===== src/rtl/xmc_pkg.sv =====
package xmc_pkg;
    localparam int CODE_W     = 3;
    localparam int MAX_STROBE = 4 * ((1 << CODE_W) - 1);
    localparam int STRB_CW    = $clog2(MAX_STROBE + 1);

    typedef enum logic [2:0] {
        PH_IDLE,
        PH_SETUP,
        PH_STROBE,
        PH_HOLD,
        PH_DONE
    } phase_e;

    typedef struct packed {
        logic [STRB_CW-1:0] strobe_len;
        logic               margin;
    } timing_t;

    function automatic timing_t decode_code(input logic [CODE_W-1:0] code);
        timing_t t;
        t.margin     = (code != '0);
        t.strobe_len = (code == '0) ? STRB_CW'(2) : STRB_CW'({code, 2'b00});
        return t;
    endfunction
endpackage


===== src/rtl/xmc_stretch_latch.sv =====
module xmc_stretch_latch
    import xmc_pkg::*;
(
    input  logic              clk,
    input  logic              rst,
    input  logic              load,
    input  logic [CODE_W-1:0] code,
    output timing_t           tim_new,
    output timing_t           tim_q
);
    localparam logic [CODE_W-1:0] RESET_CODE = CODE_W'(1);

    assign tim_new = decode_code(code);

    always_ff @(posedge clk) begin
        if (rst) begin
            tim_q <= decode_code(RESET_CODE);
        end else if (load) begin
            tim_q <= tim_new;
        end
    end
endmodule


===== src/rtl/xmc_phase_seq.sv =====
module xmc_phase_seq
    import xmc_pkg::*;
(
    input  logic    clk,
    input  logic    rst,
    input  logic    accept,
    input  timing_t tim_new,
    input  timing_t tim_q,
    output phase_e  phase,
    output logic    last_tick
);
    logic [STRB_CW-1:0] cnt;

    assign last_tick = (cnt == '0);

    always_ff @(posedge clk) begin
        if (rst) begin
            phase <= PH_IDLE;
            cnt   <= '0;
        end else begin
            case (phase)
                PH_IDLE: begin
                    if (accept) begin
                        phase <= PH_SETUP;
                        cnt   <= STRB_CW'(tim_new.margin);
                    end
                end
                PH_SETUP: begin
                    if (last_tick) begin
                        phase <= PH_STROBE;
                        cnt   <= tim_q.strobe_len - STRB_CW'(1);
                    end else begin
                        cnt <= cnt - STRB_CW'(1);
                    end
                end
                PH_STROBE: begin
                    if (last_tick) begin
                        phase <= PH_HOLD;
                        cnt   <= STRB_CW'(tim_q.margin);
                    end else begin
                        cnt <= cnt - STRB_CW'(1);
                    end
                end
                PH_HOLD: begin
                    if (last_tick) begin
                        phase <= PH_DONE;
                    end else begin
                        cnt <= cnt - STRB_CW'(1);
                    end
                end
                default: begin
                    phase <= PH_IDLE;
                    cnt   <= '0;
                end
            endcase
        end
    end
endmodule


===== src/rtl/xmem_cycle_seq.sv =====
module xmem_cycle_seq
    import xmc_pkg::*;
#(
    parameter int AW = 16,
    parameter int DW = 8
) (
    input  logic              clk,
    input  logic              rst,
    input  logic              start,
    input  logic              is_write,
    input  logic [AW-1:0]     addr,
    input  logic [DW-1:0]     wdata,
    input  logic [CODE_W-1:0] stretch_code,
    input  logic [DW-1:0]     rdata,
    output logic [AW-1:0]     bus_addr,
    output logic [DW-1:0]     bus_wdata,
    output logic              wdata_oe,
    output logic              addr_valid,
    output logic              rd_n,
    output logic              wr_n,
    output logic              capture,
    output logic [DW-1:0]     rdata_q,
    output logic              done
);
    timing_t tim_new;
    timing_t tim_q;
    phase_e  phase;
    logic    last_tick;
    logic    accept;
    logic    write_q;
    logic    in_strobe;

    assign accept = start && (phase == PH_IDLE);

    xmc_stretch_latch u_latch (
        .clk     (clk),
        .rst     (rst),
        .load    (accept),
        .code    (stretch_code),
        .tim_new (tim_new),
        .tim_q   (tim_q)
    );

    xmc_phase_seq u_seq (
        .clk       (clk),
        .rst       (rst),
        .accept    (accept),
        .tim_new   (tim_new),
        .tim_q     (tim_q),
        .phase     (phase),
        .last_tick (last_tick)
    );

    always_ff @(posedge clk) begin
        if (rst) begin
            bus_addr  <= '0;
            bus_wdata <= '0;
            write_q   <= 1'b0;
        end else if (accept) begin
            bus_addr  <= addr;
            bus_wdata <= wdata;
            write_q   <= is_write;
        end
    end

    always_ff @(posedge clk) begin
        if (rst) begin
            rdata_q <= '0;
        end else if (capture) begin
            rdata_q <= rdata;
        end
    end

    assign in_strobe  = (phase == PH_STROBE);
    assign addr_valid = (phase == PH_SETUP) || in_strobe || (phase == PH_HOLD);
    assign rd_n       = !(in_strobe && !write_q);
    assign wr_n       = !(in_strobe && write_q);
    assign wdata_oe   = write_q && (in_strobe || (phase == PH_HOLD));
    assign capture    = in_strobe && !write_q && last_tick;
    assign done       = (phase == PH_DONE);
endmodule


===== config.mk =====
export PLATFORM = sky130hd
export DESIGN_NAME = xmem_cycle_seq
export DESIGN_NICKNAME = d
export VERILOG_FILES = /design/src/rtl/xmc_pkg.sv /design/src/rtl/xmc_stretch_latch.sv /design/src/rtl/xmc_phase_seq.sv /design/src/rtl/xmem_cycle_seq.sv
export SDC_FILE = /design/constraint.sdc
export NUM_CORES = 1
export LEC_CHECK = 0
export BUFFER_PORTS_ARGS = -buffer_cell sky130_fd_sc_hd__buf_2
export CAP_MARGIN = 20
export CORE_ASPECT_RATIO = 1.25
export CORE_UTILIZATION = 41
export DETAILED_ROUTE_END_ITERATION = 7
export PLACE_DENSITY_LB_ADDON = 0.1
export SYNTH_ARGS = -nofsm -noshare
export SYNTH_HDL_FRONTEND = slang
export SYNTH_SLANG_ARGS = --single-unit

===== constraint.sdc =====
create_clock -name clk -period 4 [get_ports clk]
set_clock_uncertainty 0.05 [all_clocks]
set_input_delay 0.4 -clock clk [delete_from_list [all_inputs] [get_ports clk]]
set_output_delay 0.4 -clock clk [all_outputs]
set_load 0.005 [all_outputs]

==> results of run 1 <==
[logic make-up (layout without fill, tap and decap cells)]
| logic type | count (synthesis) | in the layout |
|---|---|---|
| AOI/OAI and AO/OA | 49 | 49 |
| xor gates and xnor gates | 3 | 3 |
| adders and majority gates | 3 | 3 |
| buffers and inverters | 23 | 92 |
| DFF | 46 | 46 |
| muxes | 11 | 11 |
| and+or+nand+nor | 111 | 111 |
[metrics by stage]
stage / cell area (um^2) / utilization / instances
global route: 2490 / 0.527 / 375
floorplan: 2010 / - / 246
CTS: 2490 / 0.527 / 375
finish: 2490 / 0.527 / 375
global placement: 2410 / 0.509 / 367
detailed placement: 2410 / 0.509 / 367
[layout make-up]
class | count | area [um^2] | share of cell area
Clock buffer | 6 | 72.6 | 0.0291
Clock inverter | 2 | 13.8 | 0.00552
Inverter | 7 | 26.3 | 0.0105
Multi-Input combinational cell | 177 | 997 | 0.400
Sequential cell | 46 | 921 | 0.369
Tap cell | 60 | 75.1 | 0.0301
Timing Repair Buffer | 77 | 388 | 0.156
[metal layers]
layer  vias up  share of wire  wire (um)
li1        959              -          -
met1       846           0.47       2180
met2        51           0.48       2230
met3         6          0.044        208
met4         0          0.015         70
met5         -              0          0
[worst min-delay path by stage]
stage | startpoint | end | depth (start not counted)
2_1_floorplan | u_latch.tim_q[5] | u_latch.tim_q[5] | 2
3_3_place_gp | bus_addr[2] | bus_addr[2] | 2
3_5_place_dp | bus_addr[9] | bus_addr[9] | 2
4_1_cts | stretch_code[0] | u_latch.tim_q[3] | 2
5_1_grt | addr[15] | bus_addr[15] | 3
6_report | stretch_code[0] | u_latch.tim_q[3] | 2
[cell usage in the layout, fill, tap and decap left out, types with 2 or more instances in the layout]
cell      Yosys  routed
dfxtp_1      46      46
a211oi_1      2       2
a221o_1       2       2
o21ai_0       3       3
xor2_1        2       2
a22o_1        2       2
nor2b_1       2       2
nand3_1       4       4
nor3_1        7       7
clkbuf_8      0       5
nand3b_1      2       2
nand2_1      59      59
or3b_2        2       2
and2_1        4       4
nand2b_1      2       2
a21oi_1      30      30
inv_1         7       7
nor2_1       22      22
ha_1          3       3
mux2i_1      10      10
a221oi_1      2       2
nor4b_4       1       2
buf_2         5      76
[worst max-delay path: cells and delay by family (launching register included)]
family	cells	cell delay, ns
simple gates	2	1.22
flops	1	0.35
buf+inv	3	0.39
fa+ha+maj	1	0.27
[power by group through the flow]
stage / clock, mW / sequential [mW] / combinational, mW
6_report: 0.285 / 0.663 / 0.660
5_1_grt: 0.315 / 0.681 / 0.745
4_1_cts: 0.294 / 0.663 / 0.667
3_5_place_dp: 0 / 0.672 / 0.664
3_3_place_gp: 0 / 0.672 / 0.654
2_1_floorplan: 0 / 0.636 / 0.532
[state kept, by name (all words and copies together), names as in the netlist]
register,count
u_seq.phase,3
bus_addr,16
u_latch.tim_q,5
write_q,1
u_seq.cnt,5
rdata_q,8
bus_wdata,8
==> reports/metrics.yaml, run 1 <==
place:
  port_buffers: 76
  dp_hpwl_um: 3270
  place.gp.congestion: 0.837
  post-place-ws_ns: 1.33
power:
  power_density_nw_per_um2: 645
  power_frac_seq: 0.412
  p_int_mw: 0.988
  power_frac_clock: 0.177
  switching_share: 0.385
  p_sw_mw: 0.620
  finalPower_mw: 1.61
  vdd_ir_drop_max_mv: 0.220
  combPwrFrac: 0.410
  leakagePower_nw: 1.20
critical_path:
  cp-endpoint: "capture"
  critPathMaxStageDelay_ns: 0.61
  reg2regPathDepth: 6
  critPathMaxFanout: 13
  crit_chain: "inv_1 > ha_1 > nor4b_4 > nand4b_1 > inv_1 > buf_2"
  r2r_end: "rdata_q[7]"
  r2r-start: "u_seq.cnt[0]"
  critPathCaptureType: "output port"
  crit_required_ns: 3.55
  crit_path_top_delay_cell: "nor4b_4"
  crit_top_cell: "inv_1"
  crit_start: "u_seq.cnt[0]"
  startpoint_type: "flip-flop"
  reg2reg_slack_ns: 1.49
  cp_data_arrival_time_ns: 2.52
  critPathKind: "flip-flop to output port"
cts:
  cts_buffer_depth: 2
  cts-root-buf: "clkbuf_8"
  clk_pin_slew_ns: 0.08
  cts_tree: "done"
  cts_buffers: 5
  cts_resized: 0
  ctsHoldBuffers: 0
  clock_sinks: 46
  clk_latency_ns: 0.30
  cts_max_level: 2
  cts_setup_buffers: 0
yosys:
  synth_common_cells: "nand2_1, dfxtp_1, a21oi_1, nor2_1, mux2i_1"
  synth-adder-area-share: 0.0187
  synthMostInstantiatedCell: "nand2_1"
  synth_async_sr_flop_share: 0
  synthCells: 246
  yosysTopAreaCellShare: 0.458
  syn_area_per_cell_um2: 8.17
  synthFlopType: "dfxtp_1"
  synth-compound-area-share: 0.148
  ys_types: 41
  ys_seq_elements: 46
  synth_top_family_by_area: "simple AND/OR/NAND/NOR gates"
  yosys-mux-area-fraction: 0.0554
  syn_nets: 288
  synth_edf_count: 0
  syn_area_um2: 2010
  synth-simple-area-share: 0.257
  synth_xor_area_frac: 0.0131
  synth_seq_area_share: 0.458
  yosysWarnings: 0
  yosys-top-cells-area: "dfxtp_1, nand2_1, a21oi_1, mux2i_1, nor2_1"
  yosysTopAreaCell: "dfxtp_1"
grt:
  grt_util_all_layers: 0.192
  grt.met1_usage: 0.241
  grt_use_met3: 0.0455
  grt_pass1_vias: 1707
  grt_pass1_wl_um: 7870
  met2_usage: 0.319
  grt.busiest_layer: "met2"
  antenna_found_initial: 0
  overflow: 0
  grt_max_degree: 41
die:
  dieHeight_um: 80.3
  boundaryPins: 77
  die_x_um: 64.6
  coreArea_um2: 4730
  start_util: 0.425
  die_area_um2: 5190
  row_count: 28
detailed_routing:
  drc: 0
  antenna_left: 0
  post_drt_wl_per_cell_um: 12.5
  first_iter_violations: 91
  avgViaCountPerCell: 4.97
  routed_wl_um: 4690
  first_pass_iters: 4
  vias: 1862
timing:
  relSlewSlack: 0.361
  fin_hold_ws_ns: 0.272
  hold_violations: 0
  fmaxAchievable_mhz: 337
  post-route-period-util: 0.743
  worst_slew_pin_slew_ns: 0.955
  rsz0062_at_grt: "no"
  setup_slack_ns: 1.03
  period_minus_slack_ns: 2.97
  maxSlewViolCount: 0
  fin_tns_setup_ns: 0
  setup_viol: 0
layout:
  layout.nets: 356
  layout-drive-gt1-share: 0.289
  fillCellCount: 495
  areaGrowthSynthToFinish_pct: 24.1
  antenna_cells: 0
min_path:
  hold_path_class: "input port to flip-flop"
outcome:
  outcome: "complete, no violations"
job:
  maxCapViolations: 0
Power figures use the tool's default switching activity.
==> run 2: changes to the inputs <==
clock period = 2.8 ns   (was 4 ns; I/O delays follow)
==> reports/metrics.yaml, run 2 (synthesis gave the netlist of run 1 again) <==
critical_path:
  r2r-start: "u_seq.cnt[0]"  # unchanged
  cp_data_arrival_time_ns: 2.16  # was 2.52 ns
  reg2regPathDepth: 6  # unchanged
  reg2reg_slack_ns: 0.69  # was 1.49 ns
  startpoint_type: "flip-flop"  # unchanged
  r2r_end: "u_seq.cnt[3]"  # was rdata_q[7]
  crit_required_ns: 2.47  # was 3.55 ns
  critPathKind: "flip-flop to output port"  # unchanged
  critPathCaptureType: "output port"  # unchanged
  critPathMaxFanout: 13  # unchanged
detailed_routing:
  routed_wl_um: 4590  # was 4690 um
  first_pass_iters: 4  # unchanged
  avgViaCountPerCell: 4.94  # was 4.97
  vias: 1874  # was 1862
  first_iter_violations: 60  # was 91
  drc: 0  # unchanged
  post_drt_wl_per_cell_um: 12.1  # was 12.5 um
  antenna_left: 0  # unchanged
layout:
  antenna_cells: 0  # unchanged
  final_common_cell: "buf_2"  # unchanged
  final_cell_mix: "buf_2, nand2_1, dfxtp_1"  # unchanged
  fillCellCount: 496  # was 495
  layout.nets: 360  # was 356
  layout-drive-gt1-share: 0.301  # was 0.289
  regMostFlops: "bus_addr"  # unchanged
  top_regs: "bus_addr x16, bus_wdata x8, rdata_q x8"  # unchanged
  largest_reg_flops: 16  # unchanged
  final_util: 0.535  # was 0.527
  areaGrowthSynthToFinish_pct: 26.0  # was 24.1%
cts:
  clk_latency_ns: 0.30  # about the same
  cts_resized: 0  # unchanged
  cts-root-buf: "clkbuf_8"  # unchanged
  ctsHoldBuffers: 0  # unchanged
  cts_tree: "done"  # unchanged
  cts_buffers: 5  # unchanged
  clk_pin_slew_ns: 0.08  # about the same
  cts_buffer_depth: 2  # unchanged
  clock_sinks: 46  # unchanged
  cts_setup_buffers: 0  # unchanged
  cts_max_level: 2  # unchanged
min_path:
  holdPathEnd: "u_latch.tim_q[3]"  # unchanged
  hold_path_class: "input port to flip-flop"  # unchanged
  hold-path-cell-count: 2  # unchanged
  hold_path.startpoint: "stretch_code[0]"  # unchanged
grt:
  overflow: 0  # unchanged
  grt_pass1_wl_um: 7670  # was 7870 um
  antenna_found_initial: 0  # unchanged
  grt_max_degree: 41  # unchanged
  grt_pass1_vias: 1681  # was 1707
  grt_util_all_layers: 0.189  # was 0.192
die:
  die_area_um2: 5190  # unchanged
  row_count: 28  # unchanged
  start_util: 0.425  # unchanged
  coreArea_um2: 4730  # unchanged
  die_x_um: 64.6  # unchanged
  dieHeight_um: 80.3  # unchanged
  boundaryPins: 77  # unchanged
place:
  dp_hpwl_um: 3210  # was 3270 um
  port_buffers: 76  # unchanged
  place.gp.congestion: 0.862  # was 0.837
power:
  vdd_ir_drop_max_mv: 0.405  # was 0.220 mV
  power_density_nw_per_um2: 919  # was 645 nW/um^2
  finalPower_mw: 2.33  # was 1.61 mW
  leakagePower_nw: 1.23  # was 1.20 nW
timing:
  worst_slew_pin_slew_ns: 0.717  # was 0.955 ns
  setup_viol: 0  # unchanged
  post-route-period-util: 0.889
  relSlewSlack: 0.522  # was 0.361
  maxSlewViolCount: 0  # unchanged
  period_minus_slack_ns: 2.49
  fin_tns_setup_ns: 0  # unchanged
  rsz0062_at_grt: "no"  # unchanged
  hold_violations: 0  # unchanged
  fmaxAchievable_mhz: 402
outcome:
  outcome: "complete, no violations"  # unchanged
job:
  maxCapViolations: 0  # unchanged
[run 2: cell types whose count changed in the layout (fill, tap and decap cells not counted), sizes merged]
| cell | previous run | this run |
|---|---|---|
| buf | 77 | 81 |
| clkinvlp | 0 | 1 |
| clkinv | 2 | 1 |
[run 2: stage by stage]
step	area [um^2]	worst slack (ns)	hold WS (ns)	cells
floorplan	2010	1.02	0.348	246
global route	2530	0.0795	0.146	379
finish	2530	0.311	0.156	379
CTS	2530	0.299	0.150	379
global placement	2440	0.672	0.389	371
detailed placement	2440	0.647	0.395	371
[run 2: cell type report]
class	instances	area, um^2	share of cell area
timing repair buffer	81	418	0.165
clock buffer	6	82.6	0.0326
multi-input combinational	177	997	0.394
sequential	46	921	0.364
inverter	7	26.3	0.0104
tap	60	75.1	0.0296
clock inverter	2	12.5	0.00494
[run 2: report_power, final]
part / internal (mW) / switching, mW
clock: 0.199 / 0.224
sequential: 0.796 / 0.115
combinational: 0.457 / 0.538
[run 2: how the worst max path moves through the flow]
stage               to  depth (start not counted)  slack, ns          from
4_1_cts        capture                          7       0.30  u_seq.cnt[0]
6_report       capture                          7       0.31  u_seq.cnt[0]
3_5_place_dp   capture                          7       0.65  u_seq.cnt[0]
3_3_place_gp   capture                          7       0.67  u_seq.cnt[0]
5_1_grt        capture                          7       0.08  u_seq.cnt[0]
2_1_floorplan  capture                          7       1.02  u_seq.cnt[0]
[run 2: critical path, stage by stage (launching register included)]
cell and delay [ns]:
dfxtp_1 0.35, inv_1 0.11, ha_1 0.26, nor4b_4 0.61, nand4b_1 0.16, buf_4 0.22
inv_1 0.06, buf_2 0.10
[run 2: metal layers]
metal | GRT usage | up-vias | share of wire
li1 | - | 966 | -
met3 | 0.0554 | 10 | 0.058
met5 | 0 | - | 0
met2 | 0.302 | 49 | 0.47
met4 | 0.0733 | 0 | 0.022
met1 | 0.237 | 849 | 0.45
